==> src/rtl/thermal_alert_pkg.sv <==
package thermal_alert_pkg;

  localparam int TEMP_W_DEF = 16;
  localparam int CF_W_DEF   = 2;

  // map a logical alert state onto a line level for the chosen polarity
  function automatic logic polarize(input logic active, input logic pol);
    return pol ? active : ~active;
  endfunction

endpackage

==> src/rtl/ta_threshold_cmp.sv <==
module ta_threshold_cmp #(
  parameter int TEMP_W = 16
) (
  input  logic [TEMP_W-1:0] value,
  input  logic [TEMP_W-1:0] thr_low,
  input  logic [TEMP_W-1:0] thr_high,
  output logic              at_high,
  output logic              at_low
);

  function automatic logic s_ge(input logic [TEMP_W-1:0] a, input logic [TEMP_W-1:0] b);
    return $signed(a) >= $signed(b);
  endfunction

  function automatic logic s_le(input logic [TEMP_W-1:0] a, input logic [TEMP_W-1:0] b);
    return $signed(a) <= $signed(b);
  endfunction

  assign at_high = s_ge(value, thr_high);
  assign at_low  = s_le(value, thr_low);


  always_comb begin
    both_hit_order_chk : assert (!(at_high && at_low) || ($signed(thr_low) >= $signed(thr_high)));
  end

endmodule

==> src/rtl/ta_fault_debounce.sv <==
module ta_fault_debounce #(
  parameter int CF_W = 2
) (
  input  logic            clk,
  input  logic            rst_n,
  input  logic            flush,
  input  logic            sample,
  input  logic            meets_high,
  input  logic            meets_low,
  input  logic [CF_W-1:0] cf,
  output logic            hot,
  output logic            flip
);

  localparam int NEED_W = CF_W + 1;

  logic [CF_W-1:0]   cnt_q;
  logic              hot_q;
  logic              hit;
  logic [NEED_W-1:0] need;
  logic [NEED_W-1:0] run;

  assign hit  = hot_q ? meets_low : meets_high;
  assign need = {1'b0, cf} + NEED_W'(1);
  assign run  = {1'b0, cnt_q} + NEED_W'(1);
  assign flip = sample & hit & (run >= need) & ~flush;
  assign hot  = hot_q;

  always_ff @(posedge clk or negedge rst_n) begin
    if (!rst_n) begin
      cnt_q <= '0;
      hot_q <= 1'b0;
    end else if (flush) begin
      cnt_q <= '0;
      hot_q <= 1'b0;
    end else if (sample) begin
      if (!hit) begin
        cnt_q <= '0;
      end else if (flip) begin
        cnt_q <= '0;
        hot_q <= ~hot_q;
      end else begin
        cnt_q <= run[CF_W-1:0];
      end
    end
  end


  miss_clears_count_chk : assert property (@(posedge clk) disable iff (!rst_n)
    (sample && !hit && !flush) |=> (cnt_q == '0));


  hot_moves_on_sample_chk : assert property (@(posedge clk) disable iff (!rst_n)
    !$stable(hot_q) |-> $past(sample || flush));

endmodule

==> src/rtl/thermal_alert.sv <==
module thermal_alert
  import thermal_alert_pkg::*;
#(
  parameter int TEMP_W = TEMP_W_DEF,
  parameter int CF_W   = CF_W_DEF
) (
  input  logic              clk,
  input  logic              rst_n,
  input  logic              cfg_im_wr,
  input  logic              cfg_im_wdata,
  input  logic              cfg_pol,
  input  logic [CF_W-1:0]   cfg_cf,
  input  logic              cfg_sleep,
  input  logic [TEMP_W-1:0] thr_low,
  input  logic [TEMP_W-1:0] thr_high,
  input  logic              res_valid,
  input  logic [TEMP_W-1:0] res_value,
  input  logic              reg_read,
  input  logic              gen_reset,
  output logic              alert_pin,
  output logic              alert_status,
  output logic              im_mode
);

  logic im_q;
  logic int_q;
  logic sleep_q;
  logic at_high;
  logic at_low;
  logic hot;
  logic flip;
  logic mode_chg;
  logic sleep_rise;
  logic int_clr;
  logic active;

  assign mode_chg   = gen_reset ? im_q : (cfg_im_wr && (cfg_im_wdata != im_q));
  assign sleep_rise = cfg_sleep & ~sleep_q;
  assign int_clr    = reg_read | sleep_rise;

  ta_threshold_cmp #(.TEMP_W(TEMP_W)) u_cmp (
    .value    (res_value),
    .thr_low  (thr_low),
    .thr_high (thr_high),
    .at_high  (at_high),
    .at_low   (at_low)
  );

  ta_fault_debounce #(.CF_W(CF_W)) u_deb (
    .clk        (clk),
    .rst_n      (rst_n),
    .flush      (mode_chg),
    .sample     (res_valid),
    .meets_high (at_high),
    .meets_low  (at_low),
    .cf         (cfg_cf),
    .hot        (hot),
    .flip       (flip)
  );

  always_ff @(posedge clk or negedge rst_n) begin
    if (!rst_n) begin
      im_q    <= 1'b0;
      sleep_q <= 1'b0;
    end else begin
      sleep_q <= cfg_sleep;
      if (gen_reset)      im_q <= 1'b0;
      else if (cfg_im_wr) im_q <= cfg_im_wdata;
    end
  end

  // interrupt latch: a new tracker change outranks a clear in the same cycle
  always_ff @(posedge clk or negedge rst_n) begin
    if (!rst_n)                int_q <= 1'b0;
    else if (mode_chg)         int_q <= 1'b0;
    else if (im_q && flip)     int_q <= 1'b1;
    else if (int_clr)          int_q <= 1'b0;
  end

  assign active       = im_q ? int_q : hot;
  assign alert_pin    = polarize(active, cfg_pol);
  assign alert_status = polarize(hot, cfg_pol);
  assign im_mode      = im_q;


  greset_clears_mode_chk : assert property (@(posedge clk) disable iff (!rst_n)
    gen_reset |=> !im_mode);


  read_clears_latch_chk : assert property (@(posedge clk) disable iff (!rst_n)
    (im_q && int_q && reg_read && !flip && !mode_chg) |=> !int_q);


  sleep_entry_clears_chk : assert property (@(posedge clk) disable iff (!rst_n)
    (im_q && int_q && sleep_rise && !flip && !mode_chg) |=> !int_q);


  latch_needs_change_chk : assert property (@(posedge clk) disable iff (!rst_n)
    $rose(int_q) |-> $past(flip));


  status_tracks_line_chk : assert property (@(posedge clk) disable iff (!rst_n)
    !im_q |-> (alert_pin == alert_status));

endmodule

==> config.mk <==
export PLATFORM = sky130hd
export DESIGN_NAME = thermal_alert
export DESIGN_NICKNAME = d
export VERILOG_FILES = /design/src/rtl/thermal_alert_pkg.sv /design/src/rtl/ta_threshold_cmp.sv /design/src/rtl/ta_fault_debounce.sv /design/src/rtl/thermal_alert.sv
export SDC_FILE = /design/constraint.sdc
export NUM_CORES = 1
export LEC_CHECK = 0
export BUFFER_PORTS_ARGS = -buffer_cell sky130_fd_sc_hd__buf_2
export CORE_ASPECT_RATIO = 0.75
export CORE_MARGIN = 3
export CORE_UTILIZATION = 42
export DETAILED_ROUTE_END_ITERATION = 10
export GPL_ROUTABILITY_DRIVEN = 1
export PLACE_DENSITY = 0.87
export SYNTH_ARGS = -nofsm -noshare
export SYNTH_HDL_FRONTEND = slang
export SYNTH_SLANG_ARGS = --single-unit
==> constraint.sdc <==
create_clock -name clk -period 1.7 [get_ports clk]
set_input_delay 0.085 -clock clk [delete_from_list [all_inputs] [get_ports clk]]
set_output_delay 0.085 -clock clk [all_outputs]
set_load 0.01 [all_outputs]
# --- Word-level counts from Yosys, hierarchy flattened ---
# Index checks and enable logic that the tools add are counted.
# Widths: inputs -> output; s select.
totals:
  inputBits: 59
  output_inout_bits: 3
  register_bits: 6
op_classes:
  n_eq_ne: 1
  add_sub_neg: 2
  n_lt_le_gt_ge: 3
  muxes: 18
  bitwise: 9
  reduce_logical: 8
op_table:
  columns: ["op", "count"]
  rows:
  - ["$ge 16x16->1", 1]
  - ["$le 16x16->1", 1]
  - ["$mux 1", 14]
  - ["$mux 2", 4]
  - ["$reduce_bool 2->1", 4]
  - ["$add 2x1->3 const B", 2]
  - ["$and 1x1->1", 4]
  - ["$not 1->1", 4]
  - ["$ge 3x3->1", 1]
  - ["$reduce_and 3->1", 1]
  - ["$reduce_bool 3->1", 1]
  - ["$logic_and 1x1->1", 2]
  - ["$ne 1x1->1", 1]
  - ["$or 1x1->1", 1]

# --- Longest topological paths before layout ---
logic_depth:
  word_depth: 9
  mapped_depth: 8

# --- Cells and area by module ---
# A second synthesis with hierarchy kept.
unflattened:
  cells_unflattened: 157
  hier_area_um2: 1255.0
by_module_without_submodules:
  columns: ["module", "area_per_inst_um2", "n_inst", "seq_area_each_um2", "cells_per_inst"]
  rows:
  - ["ta_threshold_cmp", 828.3, 1, 0.0, 112]
  - ["ta_fault_debounce", 260.2, 1, 75.1, 29]
  - ["thermal_alert", 166.4, 1, 75.1, 16]

# --- Worst setup path before layout ---
# OpenSTA, ideal clock, no wires.
synth_path:
  kind: "register to register"
  from: "reg u_deb.cnt_q[0]"
  to: "reg u_deb.hot_q, in the netlist u_deb.hot"
  setup_time_ns: 0.078
  slack_ns: -0.105
  n_path_buf: 0
  path_stages_with_launch: 8
  required_ns: 1.622
  arrival_ns: 1.727
  cell_sequence: "dfrtp_1 ha_1 ha_1 a21o_1 a21o_1 and2_1 a31oi_1 o21bai_1"
synth_via:
  elab_chain_cells: 6
synth_lines:
  columns: ["item", "line_no", "text"]
  rows:
  - ["start: declaration", "ta_fault_debounce.sv:17", "logic [CF_W-1:0] cnt_q;"]
  - ["start signal: assignment", "ta_fault_debounce.sv:43", "cnt_q <= run[CF_W-1:0];"]
  - ["$add 2x1->3", "ta_fault_debounce.sv:25", "assign run = {1'b0, cnt_q} + NEED_W'(1);"]
  - ["$ge 3x3->1", "ta_fault_debounce.sv:26", "assign flip = sample & hit & (run >= need) & ~flush;"]
  - ["$and 1x1->1 (2 in series)", "ta_fault_debounce.sv:26", null]
  - ["$reduce_bool 2->1 (no line)", null, null]
  - ["$reduce_and 3->1 (no line)", null, null]
  - ["end signal: assignment", "ta_fault_debounce.sv:41", "hot_q <= ~hot_q;"]
  - ["end: declaration", "ta_fault_debounce.sv:18", "logic hot_q;"]
# Every way passes these cells.
# A chain may end at the register's enable or synchronous reset.

# --- Final worst setup path ---
layout_path:
  from: "reg u_deb.cnt_q[1]"
  to: "reg u_deb.cnt_q[0]"
layout_via:
  elab_chain_cells: 8
layout_lines:
  columns: ["item", "line_no", "text"]
  rows:
  - ["$add 2x1->3", "ta_fault_debounce.sv:25", null]
  - ["$ge 3x3->1", "ta_fault_debounce.sv:26", null]
  - ["$and 1x1->1 (2 in series)", "ta_fault_debounce.sv:26", null]
  - ["$mux 2", "ta_fault_debounce.sv:39", "end else if (flip) begin"]
  - ["$mux 2", "ta_fault_debounce.sv:37", "if (!hit) begin"]
  - ["$mux 2", "ta_fault_debounce.sv:36", "end else if (sample) begin"]
  - ["$mux 2", "ta_fault_debounce.sv:33", "end else if (flush) begin"]
# Every way passes these cells. The select of a mux whose other input is x is not followed.

==> results by group <==
Timing
  – Peak Freq: between 0.5 and 0.6 GHz
  – Max Slew Vio Count: 0
  – Max Clock Skew: 0.00384 ns
  – Slew margin rel.: 73.1%
  – Endpoints failing setup: 4
  – Unrepaired setup endpoints after global routing: true
  – Fin crit share: 106%
  – Post-layout minimum cycle time: 1.80 ns
  – Final hold vios: 0
  – Final setup margin: -0.104 ns
  – Slew @ Worst Pin: 0.402 ns

Synthesis
  – Cell variety after synth: 37
  – Largest area contributor in the netlist: ha_1
  – Ranking of synthesized cells by area: ha_1 36%, dfrtp_1 12%, inv_1 10%, a21oi_1 4.6%, nand4_1 4.3%
  – Yosys reg bits: 6
  – Asr flop ratio synth: 100%
  – Sequential area share after synthesis: 11.6%
  – Ys Warns: 0
  – Top FF cell, synth: dfrtp_1
  – Mapped Area: 1300 µm²
  – Post-synth EDFFs: 0
  – Avg Inst Size Synth: 7.96 µm²
  – Cells after Synth: 163
  – Syn nets: 259
  – Synth top area share: 35.7%

Global routing
  – First-pass GRT wire length: 5080 µm
  – Vias in the first global route: roughly 1300
  – Gr usage total: between 10% and 20%
  – Total gr overflow: 0
  – Largest net degree at the start of global routing: 7
  – Initial antenna violation count: 0

Floorplan
  – Die area: 3800 µm²
  – Io pins: 62
  – Core area: 2780 µm²
  – Row cnt: 16
  – Die H: 54.1 µm
  – Starting Density: 46.6%
  – Chip Width: 70.2 µm

Clocking
  – CTS tree: built
  – Clock Tree Root: clkbuf_8
  – Total CTS buffers: 3
  – Insertion delay to the later sink of the worst-skew pair: about 0.23 ns
  – Clk buf depth: 2
  – Clock transition at path regs: 0.04 ns
  – Clock H-tree levels: 1
  – Clock sinks: 6
  – Post_cts resized: 0
  – Post-CTS setup buffers: 0

Job
  – Number of max-cap violations: 0

Place
  – Dpl cells: about 270
  – PortBufs: 61
  – Placer Congestion: 0.779
  – Detailed-placement wirelength estimate: 2800 µm

Final layout
  – Post-Layout Cell Count: 278
  – Nets: 340
  – Share of layout cells above drive strength 1: 36.0%
  – Antenna Cells: 0
  – Area growth, synth to finish: 39.8%
  – Fill count: roughly 250

Detailed routing
  – Routed len/inst: 11.1 µm
  – Routed WL: 3090 µm
  – Antenna Nets Post-Route: 0
  – DRT Pass-1 Iters: 4
  – Vias per inst: 4.98
  – Total number of vias: 1385
  – DRT iter0 DRCs: 17
  – Post-route DRC violation count: 0

Worst setup path
  – Critical Path AT: 1.95 ns
  – Crit Path Max Fanout: 3
  – Critical-path cell list: ha_1, ha_1, a21o_1, a21o_1, nor3b_2, nand3_1, o22ai_2
  – CP Launch Type: flop
  – Worst stage delay on the critical path: 0.38 ns
  – CP required: between 1.5 and 2 ns
  – Crit path max-delay cell type: dfrtp_1
  – Setup CP Type: flop to flop
  – FF-to-FF setup slack: -0.10 ns
  – Crit end category: flop

Hold path
  – Min-delay worst type: primary input to flop

Power
  – Pleak: 1.07 nW
  – Pwr/cell area: 570 nW/µm²
  – Peak supply drop: 0.000262 V
  – Final Power: 1.03 mW

Outcome
  – Status: complete, but fails checks
  – Failing checks: negative setup slack
-- cells in the final DEF, fill, tap and decap left out, drive strengths merged, types with 2 or more instances in the layout --
cell type    instances
a2111oi              2
a21o                 4
a21oi               12
buf                 74
clkbuf               3
dfrtp                6
dlygate4sd3          2
ha                  37
inv                 36
mux2i                2
nand2                8
nand2b               2
nand3                5
nand4               10
nand4b               2
nor2                 9
nor2b                2
nor3                 2
o211ai               3
o21ai                5
-- cells in the mapped netlist, types with 2 or more instances --
library cell / n
ha_1: 37
inv_1: 36
a21oi_1: 12
nand4_1: 9
nor2_1: 9
nand2_1: 8
dfrtp_1: 6
nand3_1: 5
a21o_1: 4
o21ai_1: 4
mux2i_1: 2
nand2b_1: 2
nand4b_1: 2
nor2b_1: 2
nor3_1: 2
o211ai_1: 2
-- per-stage QoR --
stage	setup TNS [ns]	utilization, %	area, µm²	hold WS (ns)	setup slack [ns]
after CTS	-0.293	65.2	1810	0.0491	-0.106
after floorplan	-0.0639	-	1310	-0.211	-0.0328
after global routing	-0.652	65.2	1810	0.0623	-0.257
after detailed placement	-0.391	63.0	1750	-0.0877	-0.144
final	-0.269	65.2	1810	0.0657	-0.104
after global placement	-0.263	63.0	1750	-0.0881	-0.100
-- final timing paths --
kind / to / from / cells after the start
hold reg to reg: u_deb.cnt_q[1] / u_deb.cnt_q[1] / 2
hold / removal: im_mode / gen_reset / 2
min in group asynchronous: u_deb.cnt_q[1] / rst_n / 2
max in group asynchronous: sleep_q / rst_n / 2
setup / recovery: u_deb.cnt_q[0] / u_deb.cnt_q[1] / 7
setup reg to reg: u_deb.cnt_q[0] / u_deb.cnt_q[1] / 7
-- state kept, by name, summed over array words and instances, names as in the netlist --
signal and cells:
im_mode 1, u_deb.hot 1, sleep_q 1, u_deb.cnt_q 2, int_q 1
-- final cells by class --
class | count | area [µm²] | area share [%]
well taps | 36 | 45.0 | 2.48
repair buffers | 76 | 423 | 23.3
flip-flops and latches | 6 | 150 | 8.28
clock buffers | 3 | 41.3 | 2.28
inverters | 36 | 135 | 7.45
multi-input cells | 121 | 1020 | 56.2
-- per-layer routing --
metal  part of all wire, %  vias up  GRT usage [%]
met1                    50      593           23.2
li1                      -      739              -
met4                  0.81        0           2.87
met3                   8.0        2           2.80
met2                    41       51           26.8
met5                     0        -              0
-- kinds of logic after synthesis --
| kind of cell | Yosys count | synth area share [%] |
|---|---|---|
| AND/OR/NAND/NOR | 45 | 19.8 |
| buffers and inverters | 36 | 10.4 |
| multiplexers | 3 | 2.41 |
| AO/OA/AOI/OAI | 34 | 18.8 |
| XOR/XNOR | 2 | 1.35 |
| flip-flops | 6 | 11.6 |
| adder cells (fa/ha/maj) | 37 | 35.7 |
-- worst max-delay path: cells and delay by family, from the launching register on --
family / cells / cell delay, ns
AO/OA/AOI/OAI: 3 / 0.48
adder cells (fa/ha/maj): 2 / 0.60
flip-flops: 1 / 0.38
AND/OR/NAND/NOR: 2 / 0.26
-- power by group --
part           leakage, nW  internal, mW  switching, mW
Sequential          0.0787         0.173         0.0225
Clock               0.0216         0.152         0.0625
Combinational        0.965         0.322          0.301
-- timing repair --
item                                    CTS  global route
hold buffers                              2             0
endpoints found under the setup margin    4             4
pin swaps                                 1             4
cloned                                    0             0
endpoints found under the hold margin     7             0
Note: power is estimated with default switching activity, not from simulation.
